==> src/rtl/sram_cycle_decoder.sv <==
module sram_cycle_decoder #(
  parameter int LANES = 4
) (
  input  logic             clk,
  input  logic             rst_n,
  input  logic             ads_p_n,
  input  logic             ads_c_n,
  input  logic             cs_main_n,
  input  logic             cs_hi,
  input  logic             cs_lo_n,
  input  logic             adv_n,
  input  logic             gw_n,
  input  logic             bwe_n,
  input  logic [LANES-1:0] bw_n,
  input  logic             oe_n,
  output logic             addr_load,
  output logic             adv_step,
  output logic [LANES-1:0] wr_mask,
  output logic             rd_active,
  output logic             drv_en
);

  logic             sel_all, proc_go, ctrl_go, cont;
  logic             session_q;
  logic [LANES-1:0] req_mask;

  assign sel_all  = !cs_main_n && cs_hi && !cs_lo_n;
  assign proc_go  = !ads_p_n && !cs_main_n;
  assign ctrl_go  = ads_p_n && !ads_c_n;
  assign cont     = ads_p_n && ads_c_n;
  assign req_mask = !gw_n ? {LANES{1'b1}} : (!bwe_n ? ~bw_n : {LANES{1'b0}});

  always_ff @(posedge clk) begin
    if (!rst_n) begin
      session_q <= 1'b0;
      addr_load <= 1'b0;
      adv_step  <= 1'b0;
      wr_mask   <= '0;
      rd_active <= 1'b0;
    end else if (proc_go) begin
      session_q <= sel_all;
      addr_load <= sel_all;
      adv_step  <= 1'b0;
      wr_mask   <= '0;
      rd_active <= sel_all;
    end else if (ctrl_go) begin
      session_q <= sel_all;
      addr_load <= sel_all;
      adv_step  <= 1'b0;
      wr_mask   <= sel_all ? req_mask : '0;
      rd_active <= sel_all && (req_mask == '0);
    end else if (cont) begin
      addr_load <= 1'b0;
      adv_step  <= session_q && !adv_n;
      wr_mask   <= session_q ? req_mask : '0;
      rd_active <= session_q && (req_mask == '0);
    end else begin
      addr_load <= 1'b0;
      adv_step  <= 1'b0;
      wr_mask   <= '0;
    end
  end

  assign drv_en = rd_active && !oe_n;

endmodule

==> config.mk <==
export PLATFORM = sky130hd
export DESIGN_NAME = sram_cycle_decoder
export DESIGN_NICKNAME = d
export VERILOG_FILES = /design/src/rtl/sram_cycle_decoder.sv
export SDC_FILE = /design/constraint.sdc
export NUM_CORES = 1
export LEC_CHECK = 0
export CAP_MARGIN = 20
export CORE_AREA = 2 2 39 41
export DETAILED_ROUTE_END_ITERATION = 7
export DIE_AREA = 0 0 41 43
export HOLD_SLACK_MARGIN = 0.08
export PLACE_DENSITY_LB_ADDON = 0.05
export SLEW_MARGIN = 0
export SYNTH_ARGS = -nofsm -noshare
export SYNTH_HDL_FRONTEND = slang
export SYNTH_SLANG_ARGS = --single-unit
==> constraint.sdc <==
create_clock -name clk -period 1.21 [get_ports clk]
set_input_delay 0.242 -clock clk [delete_from_list [all_inputs] [get_ports clk]]
set_output_delay 0.242 -clock clk [all_outputs]
set_load 0.05 [all_outputs]
==> summary.md, run 1 <==
| Metric | Value |
|---|---|
| Critical Path AT | `roughly 1.3 ns` |
| Vias | `roughly 370` |
| Tmin final | `1.155 ns` |
| CP endpoint kind | `flop` |
| PwrDens | `822.7 nW/µm²` |
| M2 GR Usage | `around a fifth` |
| Vias per cell | `4.650` |
| Die footprint | `around 1800 µm²` |
| CTS tree | `built` |
| Library cells used by synthesis | `17` |
| Worst hold path depth | `4` |
| Die Width | `about 40 µm` |
| Antenna viol nets, final | `0` |
| Nets | `81` |
| 1st-iter DRT viols | `5` |
| Critical R2R Capture | `rd_active` |
| Core area | `1384 µm²` |
| Reg-to-reg startpoint | `session_q` |
| Commonest non-fill, non-tap cells in the layout | `clkdlybuf4s50_1 (9), buf_12 (8), dfxtp_1 (7)` |
| Synth top area cells | `dfxtp_1 (48%), and2_1 (7.5%), o21ai_0 (6.0%), o32ai_2 (4.9%), or4b_4 (4.1%)` |
| Kind of critical path | `in -> reg` |
| TNS Setup | `0 ns` |
| Clk Tree Root Cell | `clkbuf_4` |
| RSZ-0062 raised after global routing | `no` |
| Clk sinks | `8` |
| Clk_lat worst skew | `0.25 ns` |
| First-pass GRT wire length | `~1300 µm` |
| Max-Cap Viols | `0` |
| Power Total | `between 0.0005 and 0.0006 W` |
| Worst hold start | `cs_main_n` |
| Antenna violations before repair | `0` |
| Layer with the highest usage | `met2` |
| Hold endpoint | `rd_active` |
| Synth top area share | `47.76%` |
| Cell count of the worst reg-to-reg path | `3` |
| P&R area growth vs syn | `113.4%` |
| Largest net degree at the start of global routing | `6` |
| DRC | `0` |
| Fill cell count | `between 100 and 150` |
| Post-Syn Area | `about 340 µm²` |
| Max_slew headroom | `about three quarters` |
| Met3 usage | `under 10%` |
| Worst-path maximum fanout | `2` |
| Max clock buf depth | `2` |
| Cell row count | `14` |
| Die height | `43 µm` |
| Pre-CTS setup slack | `-0.4911 ns` |
| GRT Overall Usage | `between 10% and 20%` |
| Hold Path Class | `in -> reg` |
| Drt wl/cell | `just over 10 µm` |
| Seq cells post-synth | `8` |
| Final GP Congestion | `~0.7` |
| CTS Buf Count | `3` |
| Ports | `23` |
| Final setup vio count | `0` |
| Input/output buffers | `22` |
| Skew final | `0.004614 ns` |
| Final Routed Wirelength | `slightly above 800 µm` |
| Type of origin of the critical path | `primary input` |
| Core Util, Final | `between 50 and 60%` |
| Syn nets | `49` |
| Status | `finished clean` |
| Setup ws final | `roughly 0.055 ns` |
| Area leader, netlist | `dfxtp_1` |
| P_leak | `0.2808 nW` |
| First-pass DRT Iterations | `4` |
| Fin. max-slew vios | `0` |
| Max Freq | `roughly 870 MHz` |
| Fin. Hold Viols | `0` |
| Vias in the first global route | `between 300 and 400` |
| Commonest non-fill, non-tap cell in the layout | `clkdlybuf4s50_1` |
| Ant diodes | `0` |
| Reg2reg setup slack | `about 0.27 ns` |
| Synthesis warning total | `0` |
| Register area share after synthesis | `around 48%` |
| Setup Fix Bufs, Post-CTS | `0` |
| Htree depth | `1` |
| Tcrit/Tclk final | `95.46%` |
| CP Data Required Time | `about 1.4 ns` |
| Met1 usage | `10.39%` |
| Clock transition at path regs | `0.05 ns` |
| Worst-Margin Slew | `between 0.3 and 0.4 ns` |
| Synth Instances | `34` |
| Initial core utilization | `around a quarter` |
| VDD IR max | `544.6 µV` |
| Layout cell share with drive strength beyond 1 | `approximately two fifths` |
| Syn Area/Cell | `just under 10 µm²` |
| Grt ovf | `0` |
## logic make-up (layout without fill, tap and decap cells)
family	Yosys count	in the layout	share of synthesized area (%)
and+or+nand+nor	16	16	30.22
AOI/OAI and AO/OA	9	9	18.66
muxes	1	1	3.358
DFF	8	8	47.76
buffers and inverters	0	30	0
## report_power, final
part	internal (W)	leakage (nW)	switching [W]
logic	0.0000728	0.202	0.0000472
clock network	0.000113	0.0138	0.0000839
registers	0.000268	0.0652	0.00000349
## cells in the mapped netlist, drive strengths merged
master  instances
nand2           3
or4b            1
nor3            1
a22oi           1
nor2b           2
and2            5
nand2b          1
a21oi           2
o32ai           1
dfxtp           8
nor3b           1
o21ai           4
mux2            1
nand3           1
and3            1
a41oi           1
## how the worst max path moves through the flow
stage          startpoint    endpoint  slack (ns)  cells past startpoint
2_1_floorplan     ads_c_n   rd_active        0.04                      3
3_3_place_gp      ads_c_n  wr_mask[2]       -0.46                      4
3_5_place_dp      ads_c_n  wr_mask[0]       -0.49                      4
4_1_cts           cs_lo_n   rd_active       0.004                      4
5_1_grt         rd_active      drv_en       0.008                      2
6_report          cs_lo_n   rd_active        0.05                      4
## layer usage
| layer | wire (µm) | up-vias |
|---|---|---|
| li1 | - | 184 |
| met1 | 283 | 171 |
| met4 | 0 | 0 |
| met5 | 0 | - |
| met2 | 450 | 17 |
| met3 | 89 | 0 |
## area by class of cell
| type | count | area [µm²] | share of cell area, % |
|---|---|---|---|
| sequential | 8 | 161.4 | 22.55 |
| timing repair buffer | 27 | 325.3 | 45.45 |
| tap | 16 | 20.02 | 2.797 |
| clock buffer | 3 | 22.52 | 3.147 |
| multi-input combinational | 26 | 186.4 | 26.05 |
## metrics by stage
stage | hold WS (ns) | cell area (µm²) | cells
floorplan | 0.3200 | 344.1 | 34
global placement | 0.5067 | 701.9 | 77
detailed placement | 0.5630 | 701.9 | 77
CTS | 0.4591 | 725.7 | 80
global route | 0.3988 | 715.7 | 80
finish | 0.3987 | 715.7 | 80
## state kept, by name, indices dropped and copies added, names as in the netlist
| name | flops |
|---|---|
| addr_load | 1 |
| adv_step | 1 |
| rd_active | 1 |
| session_q | 1 |
| wr_mask | 4 |
## repair_timing
action | 4_1_cts | 5_1_grt
setup endpoints to repair | 7 | 1
gates cloned | 0 | 0
pin swaps | 2 | 1
resized for setup | 9 | 2
hold buffers | 0 | 0
## worst max-delay path, cell delays in order
cell and delay (ns):
clkdlybuf4s15_1 0.18, or4b_4 0.49, and2_4 0.16, o32ai_2 0.24
(Power assumes the default switching activity.)
==> run 2, diff against run 1 <==
- RECOVER_POWER: unset -> 25
==> run 2 against run 1 <==
Against the previous run:
- final cell count unchanged
- clock power hardly changed
- global-route usage stayed put
- die area is the same
- critical path type unchanged
- via count grew 0.54%
- largest power group unchanged
==> summary.md, run 2 (same netlist as run 1, synthesis figures left out) <==
| Metric | Value |
|---|---|
| Status | `finished clean (unchanged)` |
| VDD IR max | `544.4 µV (was 544.6 µV)` |
| GRT Overall Usage | `11.08% (unchanged)` |
| Die height | `43 µm (unchanged)` |
| CP Data Required Time | `1.37 ns (about the same)` |
| Clock network fraction of design power | `33.7% (was 33.5%)` |
| Clk sinks | `8 (unchanged)` |
| Largest net degree at the start of global routing | `6 (unchanged)` |
| Die footprint | `1763 µm² (unchanged)` |
| Vias per cell | `4.675 (was 4.650)` |
| Max clock buf depth | `2 (unchanged)` |
| Final setup vio count | `0 (unchanged)` |
| Max Freq | `865.8 MHz (unchanged)` |
| Power Total | `0.0005846 W (was 0.0005888 W)` |
| Worst hold start | `cs_main_n (unchanged)` |
| RSZ-0062 raised after global routing | `no (unchanged)` |
| Fill cell count | `133 (was 127)` |
| Worst hold path depth | `4 (unchanged)` |
| CP max-delay cell | `or4b_4 (unchanged)` |
| Antenna violations before repair | `0 (unchanged)` |
| Core area | `1384 µm² (unchanged)` |
| Top cell family by delay on the critical path | `simple AND/OR/NAND/NOR gates (unchanged)` |
| Core Util, Final | `49.28% (was 51.72%)` |
| Int Power | `0.0004505 W (was 0.0004543 W)` |
| CTS Hold Buffers Added | `0 (unchanged)` |
| Ports | `23 (unchanged)` |
| Max-Cap Viols | `0 (unchanged)` |
| Cell count of the worst reg-to-reg path | `3 (unchanged)` |
| P&R area growth vs syn | `103.4% (was 113.4%)` |
| Fin. max-slew vios | `0 (unchanged)` |
| Commonest non-fill, non-tap cell in the layout | `clkdlybuf4s50_1 (unchanged)` |
| Grt ovf | `0 (unchanged)` |
| Nets | `81 (unchanged)` |
| Fin. Hold Viols | `0 (unchanged)` |
| Critical Path AT | `1.31 ns (about the same)` |
| P_leak | `0.2701 nW (was 0.2808 nW)` |
| Commonest non-fill, non-tap cells in the layout | `clkdlybuf4s50_1 (9), dfxtp_1 (7), buf_12 (6) (was clkdlybuf4s50_1 (9), buf_12 (8), dfxtp_1 (7))` |
| DRC | `0 (unchanged)` |
| First-pass GRT wire length | `1311 µm (unchanged)` |
| CTS Buf Count | `3 (unchanged)` |
| Reg2reg setup slack | `0.27 ns (about the same)` |
| Vias | `374 (was 372)` |
| Type of origin of the critical path | `primary input (unchanged)` |
| Clk Tree Root Cell | `clkbuf_4 (unchanged)` |
| Switch share | `22.94% (was 22.85%)` |
| Kind of critical path | `in -> reg (unchanged)` |
| Hold endpoint | `rd_active (unchanged)` |
| Critical R2R Capture | `rd_active (unchanged)` |
| Final GP Congestion | `0.7033 (unchanged)` |
| Htree depth | `1 (unchanged)` |
| Largest register FFs | `4 (unchanged)` |
| Final Routed Wirelength | `833 µm (was 823 µm)` |
| PwrDens | `857.3 nW/µm² (was 822.7 nW/µm²)` |
| Setup Fix Bufs, Post-CTS | `0 (unchanged)` |
| 1st-iter DRT viols | `5 (unchanged)` |
| Most flops, register | `wr_mask (unchanged)` |
| Worst-Margin Slew | `0.3536 ns (unchanged)` |
| Drt wl/cell | `10.41 µm (was 10.29 µm)` |
| Clock transition at path regs | `0.05 ns (about the same)` |
| CTS tree | `built (unchanged)` |
| Final instance area | `681.9 µm² (was 715.7 µm²)` |
| Cell row count | `14 (unchanged)` |
| Vias in the first global route | `357 (unchanged)` |
| Flop pwr share | `46.4% (was 46.2%)` |
| Max_slew headroom | `76.38% (unchanged)` |
| Skew final | `0.004614 ns (unchanged)` |
| Layout cell share with drive strength beyond 1 | `37.50% (was 39.06%)` |
| Initial core utilization | `24.23% (unchanged)` |
| First-pass DRT Iterations | `4 (unchanged)` |
| Die Width | `41 µm (unchanged)` |
| Placed Area | `701.9 µm² (unchanged)` |
| Net switching power of the design | `0.0001341 W (was 0.0001346 W)` |
| Antenna viol nets, final | `0 (unchanged)` |
| Hold Path Class | `in -> reg (unchanged)` |
| Cells along the critical path | `clkdlybuf4s15_1 -> or4b_4 -> and2_4 -> o32ai_2 (unchanged)` |
| Worst-path maximum fanout | `2 (unchanged)` |
| TNS Setup | `0 ns (unchanged)` |
| Input/output buffers | `22 (unchanged)` |
| Combinational share of power | `19.9% (was 20.4%)` |
| Clk_lat worst skew | `0.25 ns (about the same)` |
| Tcrit/Tclk final | `95.46% (unchanged)` |
| Worst path bufs/invs | `1 (unchanged)` |
| Largest stage delay, worst path | `0.49 ns (about the same)` |
| Tmin final | `1.155 ns (unchanged)` |
| Ant diodes | `0 (unchanged)` |
| Reg-to-reg startpoint | `session_q (unchanged)` |
| CP endpoint kind | `flop (unchanged)` |
| Hold slack | `0.3987 ns (unchanged)` |
[run 2: changes by cell type in the layout (fill, tap and decap cells not counted)]
cell	before	now
buf_12	8	6
clkbuf_2	2	4
buf_4	5	4
clkbuf_1	0	1
[run 2: metrics by stage]
stage / std cells / setup WS [ns]
after floorplan: 34 / 0.04471
after global placement: 77 / -0.4562
after detailed placement: 77 / -0.4911
after CTS: 80 / 0.004019
after global routing: 80 / 0.008215
final: 80 / 0.05498
[run 2: routing by layer]
layer  share of wire (%)  vias to the layer above  track usage [%]
li1                    -                      184                -
met1                  34                      173            10.39
met2                  54                       17            19.06
met3                  12                        0            7.330
met4                   0                        0            2.000
met5                   0                        -                0
[run 2: timing repair]
| item | in CTS | in global routing |
|---|---|---|
| gates resized for setup | 9 | 2 |
| pin swaps | 2 | 1 |
| gates cloned | 0 | 0 |
| setup endpoints to repair | 7 | 1 |
[run 2: worst register-to-register path, stage by stage (launching register included)]
cell     delay, ns
dfxtp_1       0.32
nand2_1       0.10
and2_4        0.18
o32ai_2       0.24
[run 2: final cells by class]
cell class	instances	area (µm²)	area share [%]
timing repair buffer	27	291.5	42.75
clock buffer	3	22.52	3.303
tap	16	20.02	2.936
sequential	8	161.4	23.67
multi-input combinational	26	186.4	27.34
[run 2: worst max path at each step]
stage            endpoint       from  depth (start not counted)  slack [ns]
4_1_cts         rd_active    cs_lo_n                          4       0.004
3_3_place_gp   wr_mask[2]    ads_c_n                          4       -0.46
2_1_floorplan   rd_active    ads_c_n                          3        0.04
6_report        rd_active    cs_lo_n                          4        0.05
5_1_grt            drv_en  rd_active                          2       0.008
3_5_place_dp   wr_mask[0]    ads_c_n                          4       -0.49
[run 2: power groups by stage]
stage / logic, W / registers (W) / clock network (W)
finish: 0.000116 / 0.000271 / 0.000197
global route: 0.000124 / 0.000272 / 0.000224
CTS: 0.000122 / 0.000272 / 0.000210
detailed placement: 0.000126 / 0.000278 / 0
global placement: 0.000123 / 0.000277 / 0
floorplan: 0.0000276 / 0.000287 / 0
==> run 3, diff against run 2 <==
- GPL_ROUTABILITY_DRIVEN: unset -> 0
- GPL_TIMING_DRIVEN: unset -> 0
- clock period: 1.21 -> 1.2 ns (I/O delays scaled with it)
==> run 3 against run 2 <==
Against the previous run:
- cell area shrank 12%
- highest routed layer unchanged
- non-clock buffer count shrank 5
- wire length fell by 11%
- die area unchanged
- hold slack got worse by 0.088 ns
- critical endpoint is now wr_mask[0]
- sequential power is essentially flat
- flip-flop and latch count is the same
==> summary.md, run 3 (same netlist as run 1, synthesis figures left out) <==
| Metric | Value |
|---|---|
| Skew final | `0.004962 ns (was 0.004614 ns)` |
| Multi-input combinational cell area | `186.4 µm² (unchanged)` |
| Hold Path Class | `in -> reg (unchanged)` |
| Clk_lat worst skew | `0.24 ns (was 0.25 ns)` |
| Max Freq | `roughly 870 MHz` |
| Final Routed Wirelength | `739 µm (was 833 µm)` |
| Nets | `76 (was 81)` |
| Most flops, register | `wr_mask (unchanged)` |
| DR top layer | `met3 (unchanged)` |
| Core area | `1384 µm² (unchanged)` |
| Clock transition at path regs | `0.05 ns (about the same)` |
| First-pass GRT wire length | `1214 µm (was 1311 µm)` |
| Placed Cells | `72 (was 77)` |
| RSZ-0062 raised after global routing | `no (unchanged)` |
| Core Util, Final | `43.40% (was 49.28%)` |
| CP endpoint kind | `output pin (was flop)` |
| Register area | `161.4 µm² (unchanged)` |
| P&R area growth vs syn | `79.10% (was 103.4%)` |
| Status | `finished clean (unchanged)` |
| First-pass DRT Iterations | `4 (unchanged)` |
| Fin. max-slew vios | `0 (unchanged)` |
| Input/output buffers | `22 (unchanged)` |
| CTS Buf Count | `3 (unchanged)` |
| Type of origin of the critical path | `flop (was primary input)` |
| Initial core utilization | `24.23% (unchanged)` |
| Ant diodes | `0 (unchanged)` |
| Grt ovf | `0 (unchanged)` |
| 1st-iter DRT viols | `6 (was 5)` |
| Max_slew headroom | `76.88% (was 76.38%)` |
| Fin. Hold Viols | `0 (unchanged)` |
| Antenna viol nets, final | `0 (unchanged)` |
| Critical Path AT | `0.91 ns (was 1.31 ns)` |
| Final instance area | `600.6 µm² (was 681.9 µm²)` |
| Tcrit/Tclk final | `a little over nine tenths` |
| CTS Hold Buffers Added | `0 (unchanged)` |
| CTS tree | `built (unchanged)` |
| Largest stage delay, worst path | `0.36 ns (was 0.49 ns)` |
| Hold slack | `0.3108 ns (was 0.3987 ns)` |
| Htree depth | `1 (unchanged)` |
| Clk sinks | `8 (unchanged)` |
| Worst path bufs/invs | `1 (unchanged)` |
| GRT Overall Usage | `10.43% (was 11.08%)` |
| Drt wl/cell | `9.853 µm (was 10.41 µm)` |
| Largest net degree at the start of global routing | `6 (unchanged)` |
| Tmin final | `between 1 and 1.5 ns` |
| Max clock buf depth | `2 (unchanged)` |
| Cells along the critical path | `clkdlybuf4s15_2 (was clkdlybuf4s15_1 -> or4b_4 -> and2_4 -> o32ai_2)` |
| Max-Cap Viols | `0 (unchanged)` |
| Met2 WL | `371 µm (was 451 µm)` |
| CP Data Required Time | `0.96 ns (was 1.37 ns)` |
| Metal3 WL | `67 µm (was 98 µm)` |
| DRC | `0 (unchanged)` |
| CP max-delay cell | `clkdlybuf4s15_2 (was or4b_4)` |
| Placed Area | `584.3 µm² (was 701.9 µm²)` |
| Setup ws final | `0.04895 ns (was 0.05498 ns)` |
| Antenna violations before repair | `0 (unchanged)` |
| Worst-path maximum fanout | `1 (was 2)` |
| Fill cell count | `132 (was 133)` |
| Layout cell share with drive strength beyond 1 | `33.90% (was 37.50%)` |
| Kind of critical path | `reg -> out (was in -> reg)` |
| VDD IR max | `334.1 µV (was 544.4 µV)` |
| PwrDens | `944.7 nW/µm² (was 857.3 nW/µm²)` |
| Vias | `340 (was 374)` |
| Cell row count | `14 (unchanged)` |
| Finished Layout Cells | `75 (was 80)` |
| Commonest non-fill, non-tap cells in the layout | `dfxtp_1 (7), clkdlybuf4s50_1 (7), clkdlybuf4s15_2 (6) (was clkdlybuf4s50_1 (9), dfxtp_1 (7), buf_12 (6))` |
| Met1 WL | `300 µm (was 283 µm)` |
| Pre-CTS setup slack | `-0.6311 ns (was -0.4911 ns)` |
| Die Width | `41 µm (unchanged)` |
| Top cell family by delay on the critical path | `buffers and inverters (was simple AND/OR/NAND/NOR gates)` |
| Largest register FFs | `4 (unchanged)` |
| Ports | `23 (unchanged)` |
| Die footprint | `1763 µm² (unchanged)` |
| Vias per cell | `4.533 (was 4.675)` |
| P_leak | `0.2278 nW (was 0.2701 nW)` |
| Vias in the first global route | `328 (was 357)` |
| Worst-Margin Slew | `0.3460 ns (was 0.3536 ns)` |
| Clk Tree Root Cell | `clkbuf_4 (unchanged)` |
| Post-detail-place hpwl | `618.3 µm` |
| Die height | `43 µm (unchanged)` |
| Final setup vio count | `0 (unchanged)` |
-- run 3: per-stage QoR --
step                      TNS (ns)  power (W)
final                            0  0.0005674
after global placement      -4.361  0.0003832
after global routing             0  0.0005991
after floorplan                  0  0.0003172
after CTS                        0  0.0005819
after detailed placement    -4.544  0.0003851
-- run 3: worst paths after layout --
kind	cells past startpoint	from	slack, ns	to
worst max-delay path	1	wr_mask[0]	0.05	wr_mask[0]
worst min-delay path	3	cs_main_n	0.31	rd_active
worst max register to register	3	session_q	0.28	rd_active
worst min register to register	2	session_q	0.52	adv_step
-- run 3: power breakdown --
part / internal (W) / total [W] / switching [W]
Combinational: 0.0000534 / 0.0000979 / 0.0000445
Sequential: 0.000271 / 0.000272 / 0.00000171
Clock: 0.000114 / 0.000197 / 0.0000833
-- run 3: worst min-delay path, cell delays in order --
cell,delay [ns]
clkbuf_2,0.11
a21oi_1,0.08
o32ai_2,0.08
-- run 3: layout make-up --
type	instances	share of cell area [%]
Tap cell	16	3.333
Timing Repair Buffer	22	35.00
Clock buffer	3	3.750
Multi-Input combinational cell	26	31.04
Sequential cell	8	26.88
-- run 3: repair_timing --
item | in CTS | in global routing
setup buffers | 0 | 0
pin swaps | 2 | 1
resized for setup | 41 | 2
endpoints found under the hold margin | 0 | 0
setup endpoints to repair | 14 | 2
-- run 3: per-layer routing --
metal,global-route usage (%),vias to the layer above
met3,4.712,0
li1,-,176
met4,6.000,0
met1,10.90,149
met5,0,-
met2,16.25,15
